File: src/rtl/motor_vreg.sv
module motor_vreg #(
  parameter int MEAS_W   = 10,
  parameter int DUTY_W   = 8,
  parameter int CLK_KHZ  = 50000,
  parameter int RAMP_US  = 12000,
  parameter int PRESCALE = 4,
  parameter int DEADBAND = 1
) (
  input  logic              clk,
  input  logic              rst_n,
  input  logic              meas_valid,
  input  logic [MEAS_W-1:0] meas_word,
  input  logic [MEAS_W-3:0] setpoint,
  input  logic              restart,
  input  logic              ilim_req,
  output logic [DUTY_W-1:0] duty,
  output logic              pwm_on
);

  localparam int    SW       = MEAS_W - 2;
  localparam int    DUTY_MAX = (1 << DUTY_W) - 1;
  localparam longint RAMP_CLK = longint'(CLK_KHZ) * longint'(RAMP_US) / 1000;
  localparam int    TICK_RAW = int'(RAMP_CLK / DUTY_MAX);
  localparam int    TICK_DIV = (TICK_RAW < 1) ? 1 : TICK_RAW;
  localparam int    TW       = $clog2(TICK_DIV + 1);
  localparam int    PW       = $clog2(PRESCALE + 1);

  logic [SW-1:0]     meas_q;
  logic [TW-1:0]     tick_cnt;
  logic [PW-1:0]     pre_cnt;
  logic [DUTY_W-1:0] pwm_cnt;
  logic [SW+1:0]     meas_ext, meas_hi, set_ext, set_hi;
  logic              tick, pre_wrap, go_up, go_down, at_max, at_min;

  assign meas_ext = {2'b00, meas_q};
  assign set_ext  = {2'b00, setpoint};
  assign meas_hi  = meas_ext + (SW+2)'(DEADBAND);
  assign set_hi   = set_ext + (SW+2)'(DEADBAND);
  assign go_up    = meas_hi < set_ext;
  assign go_down  = meas_ext > set_hi;

  assign tick     = tick_cnt == TW'(TICK_DIV - 1);
  assign pre_wrap = pre_cnt == PW'(PRESCALE - 1);
  assign at_max   = duty == DUTY_W'(DUTY_MAX);
  assign at_min   = duty == '0;
  assign pwm_on   = at_max | (pwm_cnt < duty);

  always_ff @(posedge clk) begin
    if (!rst_n)          meas_q <= '0;
    else if (meas_valid) meas_q <= meas_word[MEAS_W-1:2];
  end

  always_ff @(posedge clk) begin
    if (!rst_n || restart) tick_cnt <= '0;
    else if (tick)         tick_cnt <= '0;
    else                   tick_cnt <= tick_cnt + TW'(1);
  end

  always_ff @(posedge clk) begin
    if (!rst_n || restart) begin
      pre_cnt <= '0;
      pwm_cnt <= '0;
    end else if (pre_wrap) begin
      pre_cnt <= '0;
      pwm_cnt <= pwm_cnt + DUTY_W'(1);
    end else begin
      pre_cnt <= pre_cnt + PW'(1);
    end
  end

  always_ff @(posedge clk) begin
    if (!rst_n || restart) duty <= '0;
    else if (tick) begin
      if (ilim_req) begin
        if (!at_min) duty <= duty - DUTY_W'(1);
      end else if (go_up) begin
        if (!at_max) duty <= duty + DUTY_W'(1);
      end else if (go_down) begin
        if (!at_min) duty <= duty - DUTY_W'(1);
      end
    end
  end

  p_step_r5: assert property (@(posedge clk) disable iff (!rst_n)
    !$past(restart) |-> (duty == $past(duty)) || (duty == $past(duty) + DUTY_W'(1))
                        || (duty == $past(duty) - DUTY_W'(1)));
  p_nowrap_hi_r5: assert property (@(posedge clk) disable iff (!rst_n)
    ($past(duty) == DUTY_W'(DUTY_MAX)) && !$past(restart) |-> duty != '0);
  p_nowrap_lo_r5: assert property (@(posedge clk) disable iff (!rst_n)
    ($past(duty) == '0) && !$past(restart) |-> duty != DUTY_W'(DUTY_MAX));
  p_restart_r7: assert property (@(posedge clk) disable iff (!rst_n)
    restart |=> duty == '0);
  p_ilim_r6: assert property (@(posedge clk) disable iff (!rst_n)
    tick && ilim_req && !restart && (duty != '0) |=> duty == $past(duty) - DUTY_W'(1));
  p_hold_r8: assert property (@(posedge clk) disable iff (!rst_n)
    !tick && !restart |=> $stable(duty));
  p_full_r9: assert property (@(posedge clk) disable iff (!rst_n)
    at_max |-> pwm_on);
  p_zero_r9: assert property (@(posedge clk) disable iff (!rst_n)
    at_min |-> !pwm_on);

endmodule

File: config.mk
export PLATFORM = sky130hd
export DESIGN_NAME = motor_vreg
export DESIGN_NICKNAME = d
export VERILOG_FILES = /design/src/rtl/motor_vreg.sv
export SDC_FILE = /design/constraint.sdc
export NUM_CORES = 1
export LEC_CHECK = 0
export BUFFER_PORTS_ARGS = -buffer_cell sky130_fd_sc_hd__buf_2
export CORE_AREA = 2 2 81 83
export CTS_BUF_LIST = sky130_fd_sc_hd__clkbuf_8
export DETAILED_ROUTE_END_ITERATION = 7
export DIE_AREA = 0 0 83 85
export GPL_TIMING_DRIVEN = 0
export HOLD_SLACK_MARGIN = 0.03
export REMOVE_ABC_BUFFERS = 1
export SLEW_MARGIN = 0
export SYNTH_ARGS = -nofsm -noshare
export SYNTH_HDL_FRONTEND = slang
export SYNTH_SLANG_ARGS = --single-unit
File: constraint.sdc
create_clock -name clk -period 3.2 [get_ports clk]
set_clock_uncertainty 0.05 [all_clocks]
set_input_delay 0.64 -clock clk [delete_from_list [all_inputs] [get_ports clk]]
set_output_delay 0.64 -clock clk [all_outputs]
set_load 0.02 [all_outputs]
Word-level counts from Yosys, hierarchy flattened:

Index checks and enable logic that the tools add are counted.

* add/sub/neg operators: 7
* magnitude comparators: 3
* equality and inequality tests: 4
* mux-type cells: 5
* bitwise operators: 1
* reductions and logical operators: 7

Operator list (number)
* 8-bit two-way mux: 5
* 8-bit by 1-bit adder with 9-bit output, second input constant: 2
* 8-bit by 1-bit adder with 8-bit output, second input constant: 2
* 12-bit by 1-bit adder with 12-bit output, second input constant: 1
* 12-bit == test, second input constant: 1
* 8-bit by 9-bit > comparator with 1-bit output: 1
* 9-bit by 8-bit less-than comparator with 1-bit output: 1
* 8-bit == test, second input constant: 1
* 8-bit logical NOT: 1
* 8-bit less-than comparator: 1
* 8-bit by 1-bit subtractor with 8-bit output, second input constant: 1
* 2-bit OR reduction: 2
* 3-bit by 1-bit adder with 3-bit output, second input constant: 1
* 3-bit by 2-bit == test with 1-bit output, second input constant: 1
* 3-bit != test, second input constant: 1
* 3-bit AND reduction: 1
* 3-bit nonzero test: 1
* 1-bit logical NOT: 1
* 1-bit logical OR: 1
* 1-bit bitwise OR: 1

* flip-flop bits (word level): 39
* input port bits: 23
* output and inout bits: 9
* logic and storage cells: 32

Depth between registers and ports, before layout:

Gate-level depths: netlist of run 1.

* depth in word-level cells: 5
* depth in mapped cells: 11
* gate-level depth less buffers: 11

Least setup slack after synthesis of run 1:

No wires, ideal clock.

* path kind: register to register
* start point: register meas_q[0]
* end point: register duty[5]
* setup time: 88 ps
* arrival time: 2624 ps
* data required time: 3062 ps
* path slack: 438 ps
* stages on the path, launching flop included: 12
* buffers on the path: 0
* clock period less this slack: 2762 ps
* path through: dfxtp_1 ha_1 nand3_1 xnor2_1 ha_1 a211oi_2 nand2_1 o221a_2 or4_4 o21ai_2 a21oi_1 a311oi_2

* cells in the longest elaborated chain, start to end: 4
* elaborated cells on any way between the ends: 8
* classes of those cells: add/sub (1); order compare (2); eq/ne (1); mux (2); reduce/logical (2)

RTL lines
* from (decl): RTL line 28 `logic [SW-1:0] meas_q;`
* from (signal assigned): RTL line 50 `else if (meas_valid) meas_q <= meas_word[MEAS_W-1:2];`
* 8-bit by 1-bit adder with 9-bit output: RTL line 37 `assign meas_hi = meas_ext + (SW+2)'(DEADBAND);`
* 9-bit by 8-bit less-than comparator with 1-bit output: RTL line 39 `assign go_up = meas_hi < set_ext;`
* 3-bit != test (no source line), or another cell as far along
* 3-bit AND reduction (no source line) or 8-bit two-way mux (tied branches)
* to (signal assigned): RTL line 75 `if (!at_min) duty <= duty - DUTY_W'(1);`
* to (signal assigned): RTL line 77 `if (!at_max) duty <= duty + DUTY_W'(1);`
* to (signal assigned): RTL line 79 `if (!at_min) duty <= duty - DUTY_W'(1);`
* to (decl): RTL line 16 `output logic [DUTY_W-1:0] duty,`

Parallel ways exist; a longest one is shown, timed or not.
A chain may end at the register's enable or synchronous reset.

Final worst setup path of run 1:

* start point: register duty[1]
* end point: output port pwm_on

* cells in the longest elaborated chain, start to end: 2
* elaborated cells on any way between the ends: 3
* classes of those cells: order compare (1); eq/ne (1); bitwise (1)

RTL lines
* 8-bit less-than comparator or 8-bit == test (tied branches): RTL line 46, 44
* 1-bit bitwise OR *: RTL line 46 `assign pwm_on = at_max | (pwm_cnt < duty);`
* to (decl): RTL line 17 `output logic pwm_on`

Mark *: on every way between the ends. The rest lies on a longest branch, timed or not.

==> flow_metrics.env, run 1 <==
export IMPL_wire_per_inst_microns=14.5
export IMPL_hold_path_endpoint="pre_cnt[0]"
export IMPL_p_leak_nw=1.31
export IMPL_layout_commonest_cell="dfxtp_1"
export IMPL_hold_path_cell_count=1
export IMPL_placementRows=29
export IMPL_drc=0
export IMPL_dr_pass1_iters=4
export IMPL_cts_clk_slew_worst_paths_ns=0.09
export IMPL_p_per_area_mw_per_mm2=322
export IMPL_cts_hold_buf=0
export IMPL_layout_cells_non_filler=429
export IMPL_drv_slew=0
export IMPL_dpl_hpwl_microns=4600
export IMPL_die_height_microns=85
export IMPL_io_buffers=29
export IMPL_tightest_slew_ns=0.778
export IMPL_hold_viol=0
export IMPL_dp_cells=421
export IMPL_antenna_found_initial=0
export IMPL_detailroute_via_count=2379
export IMPL_fin_crit_sh_pct=93.1
export IMPL_grt_pass1_wl_microns=10700
export IMPL_ys_seq_area_share_pct=28.6
export IMPL_cts_tree="done"
export IMPL_die_area_sq_mm=0.00706
export IMPL_start_util_pct=44.0
export IMPL_hold_start="pre_cnt[0]"
export IMPL_first_global_vias=2352
export IMPL_worstSkewPairLatency_ns=0.30
export IMPL_max_freq_mhz=336
export IMPL_slew_limit_headroom_pct=48.1
export IMPL_htreeDepth=2
export IMPL_boundaryPins=32
export IMPL_syn_mean_instance_area_sq_um=8.51
export IMPL_dr_first_iter_drc_count=95
export IMPL_yosysWarningCount=0
export IMPL_grt_remaining_overflow=0
export IMPL_diodes=0
export IMPL_irDropWorstVdd_uv=186
export IMPL_min_period_ns=2.98
export IMPL_cp_max_fo=7
export IMPL_final_setup_viol_count=0
export IMPL_synthDistinctLibCells=51
export IMPL_final_cell_mix="dfxtp_1, nor2_1, ha_1"
export IMPL_totalWireLength_microns=6230
export IMPL_cts_sinks=39
export IMPL_ys_ff_latch=39
export IMPL_synth_edf_count=0
export IMPL_nNetsFinal=406
export IMPL_reg2reg_to="duty[7]"
export IMPL_status="finished clean"
export IMPL_worstSetupEndpointType="primary output"
export IMPL_grt_max_degree=18
export IMPL_final_setup_tns_ns=0
export IMPL_via_per_inst=5.55
export IMPL_syn_to_final_growth_pct=12.9
export IMPL_hold_path_class="reg -> reg"
export IMPL_post_cts_setup_buffers=0
export IMPL_required_ns=2.51
export IMPL_synth_ff_type="dfxtp_1"
export IMPL_fp_coreArea_sq_mm=0.00620
export IMPL_die_w_microns=83
export IMPL_synth_area_sq_mm=0.00273
export IMPL_cts_inserted_buffers=5
export IMPL_n_fill_cell=617
export IMPL_critPathArrivalTime_ns=2.29
export IMPL_rsz0062_at_grt="false"
export IMPL_async_reset_ff_share_pct=0
export IMPL_root_buffer="clkbuf_8"
export IMPL_startpoint_type="flop"
export IMPL_drtAntennaViolNets=0
export IMPL_crit_type="reg -> out"
export IMPL_reg2reg_slack_ns=0.25
export IMPL_track_usage_pct=18.3
export IMPL_drv_cap=0
export IMPL_r2r_start="meas_q[1]"
export IMPL_clock_path_buffers=2
export IMPL_drive_gt1_share_pct=15.9
export IMPL_reg2reg_depth=11
export IMPL_gp_congestion=0.866
export IMPL_synth_cells=321
## area by class of cell
type | count | area (sq um) | area share [%]
inverters | 22 | 82.6 | 2.68
multi-input cells | 254 | 1890 | 61.2
well taps | 77 | 96.3 | 3.13
repair buffers | 29 | 145 | 4.71
clock inverters | 3 | 20.0 | 0.650
clock buffers | 5 | 68.8 | 2.23
flip-flops and latches | 39 | 783 | 25.4
## synth_stat cells (all sizes together), types with 2 or more instances
| library cell | n | area, sq um |
|---|---|---|
| dfxtp | 39 | 781 |
| ha | 32 | 400 |
| nor2 | 32 | 120 |
| nand2 | 28 | 108 |
| inv | 22 | 82.6 |
| nand3 | 14 | 70.1 |
| nand4 | 14 | 87.6 |
| xnor2 | 14 | 123 |
| o21ai | 13 | 68.8 |
| xor2 | 13 | 114 |
| mux2i | 11 | 110 |
| a21oi | 10 | 50.1 |
| nor2b | 9 | 56.3 |
| and3 | 6 | 37.5 |
| clkbuf | 6 | 22.5 |
| a21o | 5 | 37.5 |
| o21a | 5 | 37.5 |
| a211oi | 4 | 40.0 |
| nor3 | 4 | 25.0 |
| a311oi | 3 | 32.5 |
| and4 | 3 | 28.8 |
| nand2b | 3 | 18.8 |
| o31ai | 3 | 22.5 |
| a31oi | 2 | 27.5 |
| and2 | 2 | 15.0 |
| nor3b | 2 | 15.0 |
| nor4 | 2 | 12.5 |
| nor4b | 2 | 17.5 |
| o211ai | 2 | 15.0 |
| o22ai | 2 | 12.5 |
| o32ai | 2 | 17.5 |
| or3 | 2 | 12.5 |
## per-layer routing
layer  part of all wire [%]  wire, microns  vias up  global-route usage (%)
met1                     47           2950     1104                    23.7
li1                       -              -     1221                       -
met4                    1.7            104        0                    6.71
met5                      0              0        -                       0
met3                    4.0            251       10                    2.82
met2                     47           2920       44                    30.8
## how the worst max path moves through the flow
stage,from,to,slack [ns],cells after the start
2_1_floorplan,meas_q[0],duty[5],0.43,11
3_3_place_gp,setpoint[0],duty[0],-0.19,12
3_5_place_dp,setpoint[0],duty[0],-0.20,12
4_1_cts,meas_q[0],duty[0],0.05,11
5_1_grt,meas_q[1],duty[6],0.0009,11
6_report,duty[1],pwm_on,0.22,9
## logic make-up (layout without fill, tap and decap cells)
family	after synthesis	in the layout	synth area share [%]
adder cells (fa/ha/maj)	32	32	14.7
AO/OA/AOI/OAI	58	58	16.3
XOR/XNOR	27	27	8.66
buffers and inverters	28	59	3.85
flip-flops	39	39	28.6
multiplexers	11	11	4.03
AND/OR/NAND/NOR	126	126	23.9
## flip-flops by register name (all words and copies together) (netlist names)
signal	cells
pre_cnt	3
tick_cnt	12
meas_q	8
pwm_cnt	8
duty	8
## power by group
part           internal, W  total, W  switching (W)
clock             0.000152  0.000347       0.000195
sequential        0.000494  0.000508      0.0000140
combinational    0.0000605  0.000138      0.0000771
## critical path: stages, from the launching register on
cell	delay (ns)
dfxtp_2	0.40
inv_1	0.13
ha_1	0.31
a21o_1	0.16
a21o_1	0.17
a21o_1	0.17
a211oi_1	0.22
o21ai_0	0.11
o211ai_1	0.11
buf_2	0.20
## what timing repair did
action	CTS	global route
endpoints found under the setup margin	1	9
gates cloned	0	0
pin swaps	0	2
gates resized for setup	1	9
## metrics by stage
| step | hold slack [ns] | utilization [%] | instance area (sq um) | worst slack, ns | power (W) |
|---|---|---|---|---|---|
| floorplan | 0.354 | - | 2710 | 0.430 | 0.000603 |
| global placement | 0.365 | 47.5 | 2950 | -0.185 | 0.000645 |
| detailed placement | 0.378 | 47.5 | 2950 | -0.197 | 0.000648 |
| CTS | 0.391 | 49.1 | 3050 | 0.0536 | 0.000999 |
| global route | 0.403 | 49.7 | 3080 | 0.000939 | 0.00105 |
| finish | 0.388 | 49.7 | 3080 | 0.221 | 0.000992 |
No activity file was read; power rests on OpenSTA's default activity.
==> inputs of run 2 (changes only) <==
HOLD_SLACK_MARGIN = default   (was 0.03)
PLACE_DENSITY_LB_ADDON = 0.05   (was default)
SETUP_SLACK_MARGIN = 0.3   (was default)
==> run 2 against run 1 <==
Total power is 2.9% lower. Die area stayed put. Clock power is 11% lower. Count of clock-buffer cells in the layout stayed put. Sequential power hardly changed. Worst setup slack better by 0.18 ns. Routed wire length is 2.7% lower. Final cell count is 0.93% higher. Global-route usage is 0.076 points higher. Critical endpoint is now duty[5]. Highest routed layer unchanged.
==> flow_metrics.env, run 2 (same netlist as run 1, synthesis figures left out) <==
export IMPL_status="finished clean"
export IMPL_reg2reg_to="duty[5]"
export IMPL_slew_limit_headroom_pct=51.0
export IMPL_hold_path_class="reg -> reg"
export IMPL_fin_util_pct=51.3
export IMPL_diodes=0
export IMPL_cts_clk_slew_worst_paths_ns=0.08
export IMPL_startpoint_type="flop"
export IMPL_grt_max_degree=18
export IMPL_die_area_sq_mm=0.00706
export IMPL_wire_per_inst_microns=14.0
export IMPL_dpl_hpwl_microns=4560
export IMPL_syn_to_final_growth_pct=16.5
export IMPL_track_usage_pct=18.3
export IMPL_critPathArrivalTime_ns=2.94
export IMPL_tightest_slew_ns=0.735
export IMPL_dp_cells=421
export IMPL_irDropWorstVdd_uv=184
export IMPL_rsz0062_at_grt="false"
export IMPL_design_area_sq_mm=0.00318
export IMPL_cp_max_fo=5
export IMPL_reg2reg_slack_ns=0.40
export IMPL_final_setup_viol_count=0
export IMPL_hold_path_endpoint="pre_cnt[0]"
export IMPL_cts_inserted_buffers=5
export IMPL_grt_remaining_overflow=0
export IMPL_layout_cells_non_filler=433
export IMPL_htreeDepth=2
export IMPL_clock_path_buffers=2
export IMPL_grt_pass1_wl_microns=10700
export IMPL_final_cell_mix="dfxtp_1, nor2_1, ha_1"
export IMPL_largest_register="tick_cnt"
export IMPL_boundaryPins=32
export IMPL_drive_gt1_share_pct=20.2
export IMPL_p_leak_nw=1.38
export IMPL_die_w_microns=83
export IMPL_r2r_start="meas_q[0]"
export IMPL_worstSetupEndpointType="flop"
export IMPL_cts_tree="done"
export IMPL_drv_slew=0
export IMPL_hold_viol=0
export IMPL_drc=0
export IMPL_antenna_found_initial=0
export IMPL_dr_pass1_iters=4
export IMPL_root_buffer="clkbuf_8"
export IMPL_place_area_sq_mm=0.00295
export IMPL_io_buffers=29
export IMPL_drtAntennaViolNets=0
export IMPL_gp_congestion=0.824
export IMPL_totalPowerFinal_w=0.000963
export IMPL_required_ns=3.34
export IMPL_reg2reg_depth=11
export IMPL_layout_commonest_cell="dfxtp_1"
export IMPL_min_period_ns=2.80
export IMPL_nNetsFinal=410
export IMPL_crit_type="reg -> reg"
export IMPL_totalWireLength_microns=6050
export IMPL_die_height_microns=85
export IMPL_final_setup_tns_ns=0
export IMPL_cts_hold_buf=0
export IMPL_start_util_pct=44.0
export IMPL_drv_cap=0
export IMPL_first_global_vias=2258
export IMPL_cts_sinks=39
export IMPL_hold_start="pre_cnt[0]"
export IMPL_dr_first_iter_drc_count=96
export IMPL_placementRows=29
export IMPL_largest_reg_flops=12
export IMPL_fp_coreArea_sq_mm=0.00620
export IMPL_hold_path_cell_count=1
export IMPL_max_freq_mhz=357
export IMPL_worstSkewPairLatency_ns=0.29
export IMPL_via_per_inst=5.42
export IMPL_detailroute_via_count=2348
export IMPL_fin_crit_sh_pct=87.5
export IMPL_p_per_area_mw_per_mm2=303
-- run 2: what timing repair did --
action | 4_1_cts | 5_1_grt
gates resized for setup | 14 | 21
setup buffers | 0 | 4
pin swaps | 1 | 5
setup endpoints to repair | 9 | 9
-- run 2: routing by layer --
layer	track usage (%)	share of wire (%)
met5	0	0
met4	4.47	1.0
met3	3.60	3.1
met2	27.4	43
met1	27.1	53
-- run 2: how the worst max path moves through the flow --
stage                     slack, ns  cells past startpoint        start      end
final                          0.40                     11    meas_q[0]  duty[5]
after global routing           0.29                     12  setpoint[4]  duty[0]
after CTS                      0.30                      9      duty[1]   pwm_on
after detailed placement       -0.1                     12  setpoint[0]  duty[0]
after global placement        -0.13                     12  setpoint[0]  duty[0]
after floorplan                0.43                     11    meas_q[0]  duty[5]
-- run 2: power by group --
group	total [W]	leakage [nW]	switching [W]	internal, W
clock network	0.000309	0.0505	0.000163	0.000147
logic	0.000148	1.01	0.0000820	0.0000658
registers	0.000506	0.321	0.0000137	0.000492
total	0.000963	1.38	0.000258	0.000705
-- run 2: cell type report --
class	instances	area [sq um]
tap	77	96.3
multi-input combinational	254	1940
clock buffer	5	68.8
inverter	22	82.6
timing repair buffer	33	178
sequential	39	801
fill	595	3020
clock inverter	3	12.5
-- run 2: metrics by stage --
stage                     hold slack [ns]  setup WS [ns]
final                               0.380          0.400
after global routing                0.412          0.295
after CTS                           0.390          0.301
after detailed placement            0.378        -0.0956
after global placement              0.373         -0.127
after floorplan                     0.354          0.430
-- run 2: critical path, cell delays in order (launching register included) --
cell	delay, ns
dfxtp_4	0.38
ha_4	0.18
nand3_1	0.10
xnor2_1	0.13
ha_1	0.31
a211oi_2	0.19
nand2_1	0.12
o221a_4	0.28
or4_4	0.57
o21ai_2	0.08
a21oi_1	0.08
a311oi_2	0.23
==> inputs of run 3 (changes only) <==
clock period = 3 ns   (was 3.2 ns; I/O delays follow)
==> run 3 against run 2 <==
First-iteration DRC count rose by 3.1%. Worst setup slack worse by 0.074 ns. Core utilization up 4.3 points. Register-to-register slack got worse by 0.05 ns. Sequential share of layout area decreased by 1.6 points. Combinational power is 27% higher. Final cell count rose by 3.5%. Critical path type is now in -> reg. Critical path depth increased by 2.
==> flow_metrics.env, run 3 (same netlist as run 1, synthesis figures left out) <==
export IMPL_status="finished clean"
export IMPL_slew_limit_headroom_pct=47.1
export IMPL_nNetsFinal=425
export IMPL_root_buffer="clkbuf_8"
export IMPL_rsz0062_at_grt="true"
export IMPL_seqCellArea_sq_um=812
export IMPL_worstSetupEndpointType="flop"
export IMPL_crit_type="in -> reg"
export IMPL_drv_cap=0
export IMPL_antenna_found_initial=0
export IMPL_final_setup_tns_ns=0
export IMPL_die_area_sq_mm=0.00706
export IMPL_detailroute_via_count=2453
export IMPL_crit_top_cell="buf_6"
export IMPL_cts_inserted_buffers=5
export IMPL_hold_ws_ns=0.383
export IMPL_layout_cells_non_filler=448
export IMPL_min_period_ns=2.67
export IMPL_totalWireLength_microns=6500
export IMPL_drtAntennaViolNets=0
export IMPL_cp_cell_sequence="buf_8, and2_4, nand4_1, xnor2_1, ha_1, buf_6, a2111oi_4, a211oi_4, o21ai_2, a31oi_4, buf_6, o21a_1, o31ai_1"
export IMPL_drc=0
export IMPL_diodes=0
export IMPL_dp_cells=421
export IMPL_cp_slowest_cell="a2111oi_4"
export IMPL_dr_first_iter_drc_count=99
export IMPL_startpoint_type="input pin"
export IMPL_cts_hold_buf=0
export IMPL_grt_remaining_overflow=0
export IMPL_n_fill_cell=563
export IMPL_dr_pass1_iters=4
export IMPL_cp_max_fo=6
export IMPL_first_global_vias=2302
export IMPL_critPathTopFamily="compound AO/OA/AOI/OAI gates"
export IMPL_htreeDepth=2
export IMPL_critPathBufInv=3
export IMPL_io_buffers=29
export IMPL_final_cell_mix="nor2_1, ha_1, dfxtp_1"
export IMPL_tightest_slew_ns=0.794
export IMPL_die_height_microns=85
export IMPL_drive_gt1_share_pct=27.2
export IMPL_cts_sinks=39
export IMPL_wire_per_inst_microns=14.5
export IMPL_required_ns=3.14
export IMPL_final_setup_viol_count=0
export IMPL_die_w_microns=83
export IMPL_placementRows=29
export IMPL_layout_commonest_cell="nor2_1"
export IMPL_irDropWorstVdd_uv=203
export IMPL_critPathArrivalTime_ns=2.82
export IMPL_fp_coreArea_sq_mm=0.00620
export IMPL_fin_crit_sh_pct=89.1
export IMPL_hold_path_class="reg -> reg"
export IMPL_grt_pass1_wl_microns=10900
export IMPL_p_per_area_mw_per_mm2=307
export IMPL_cts_tree="done"
export IMPL_hold_viol=0
export IMPL_cp_slowest_stage_delay_ns=0.38
export IMPL_max_freq_mhz=374
export IMPL_via_per_inst=5.48
export IMPL_cts_clk_slew_worst_paths_ns=0.08
export IMPL_syn_to_final_growth_pct=26.2
export IMPL_gp_congestion=0.824
export IMPL_track_usage_pct=18.8
export IMPL_worstSkewPairLatency_ns=0.29
export IMPL_grt_max_degree=18
export IMPL_p_leak_nw=1.49
export IMPL_largest_reg_flops=12
export IMPL_dpl_hpwl_microns=4560
export IMPL_boundaryPins=32
export IMPL_drv_slew=0
export IMPL_clock_path_buffers=2
export IMPL_multi_input_area_sq_mm=0.00203
export IMPL_largest_register="tick_cnt"
export IMPL_start_util_pct=44.0
run 3: cell types whose count changed in the layout (fill, tap and decap cells not counted), moves of 3 or more:
| cell | before | now |
|---|---|---|
| buf_6 | 0 | 4 |
| dfxtp_1 | 31 | 28 |
| dfxtp_4 | 4 | 7 |
| buf_4 | 5 | 17 |
| buf_2 | 28 | 24 |
| buf_8 | 0 | 3 |
run 3: final cells by class:
class / instances / share of cell area [%]
Timing Repair Buffer: 48 / 9.80
Tap cell: 77 / 2.80
Clock buffer: 5 / 2.00
Sequential cell: 39 / 23.6
Inverter: 22 / 2.47
Clock inverter: 3 / 0.363
Multi-Input combinational cell: 254 / 59.0
run 3: layer usage:
metal | part of all wire, % | track usage, % | vias to the layer above
li1 | - | - | 1253
met1 | 52 | 27.9 | 1155
met2 | 44 | 28.1 | 38
met3 | 3.0 | 3.60 | 7
met4 | 0.94 | 4.47 | 0
met5 | 0 | 0 | -
run 3: power breakdown:
group | switching, W | internal, W | total, W
logic | 0.000101 | 0.0000874 | 0.000188
registers | 0.0000137 | 0.000523 | 0.000537
clock network | 0.000175 | 0.000156 | 0.000331
total | 0.000289 | 0.000767 | 0.00106
run 3: final timing paths:
kind / from / to / slack (ns) / cells past startpoint
setup / recovery: setpoint[2] / duty[7] / 0.33 / 13
hold reg to reg: pre_cnt[0] / pre_cnt[0] / 0.38 / 1
hold / removal: pre_cnt[0] / pre_cnt[0] / 0.38 / 1
setup reg to reg: meas_q[1] / duty[7] / 0.35 / 11
run 3: stage by stage:
stage	setup WS, ns	power, W	cell area, sq um	util (%)
2_1_floorplan	0.230	0.000643	2710	-
4_1_cts	0.304	0.00105	3170	51.1
3_5_place_dp	-0.256	0.000692	2950	47.5
5_1_grt	0.246	0.00112	3450	55.5
6_report	0.327	0.00106	3450	55.5
3_3_place_gp	-0.287	0.000690	2950	47.5
run 3: what timing repair did:
| item | in CTS | in global routing |
|---|---|---|
| setup endpoints to repair | 9 | 9 |
| buffers inserted | 4 | 15 |
| pin swaps | 7 | 25 |
| gates resized for setup | 34 | 40 |
| hold endpoints to repair | 0 | 0 |
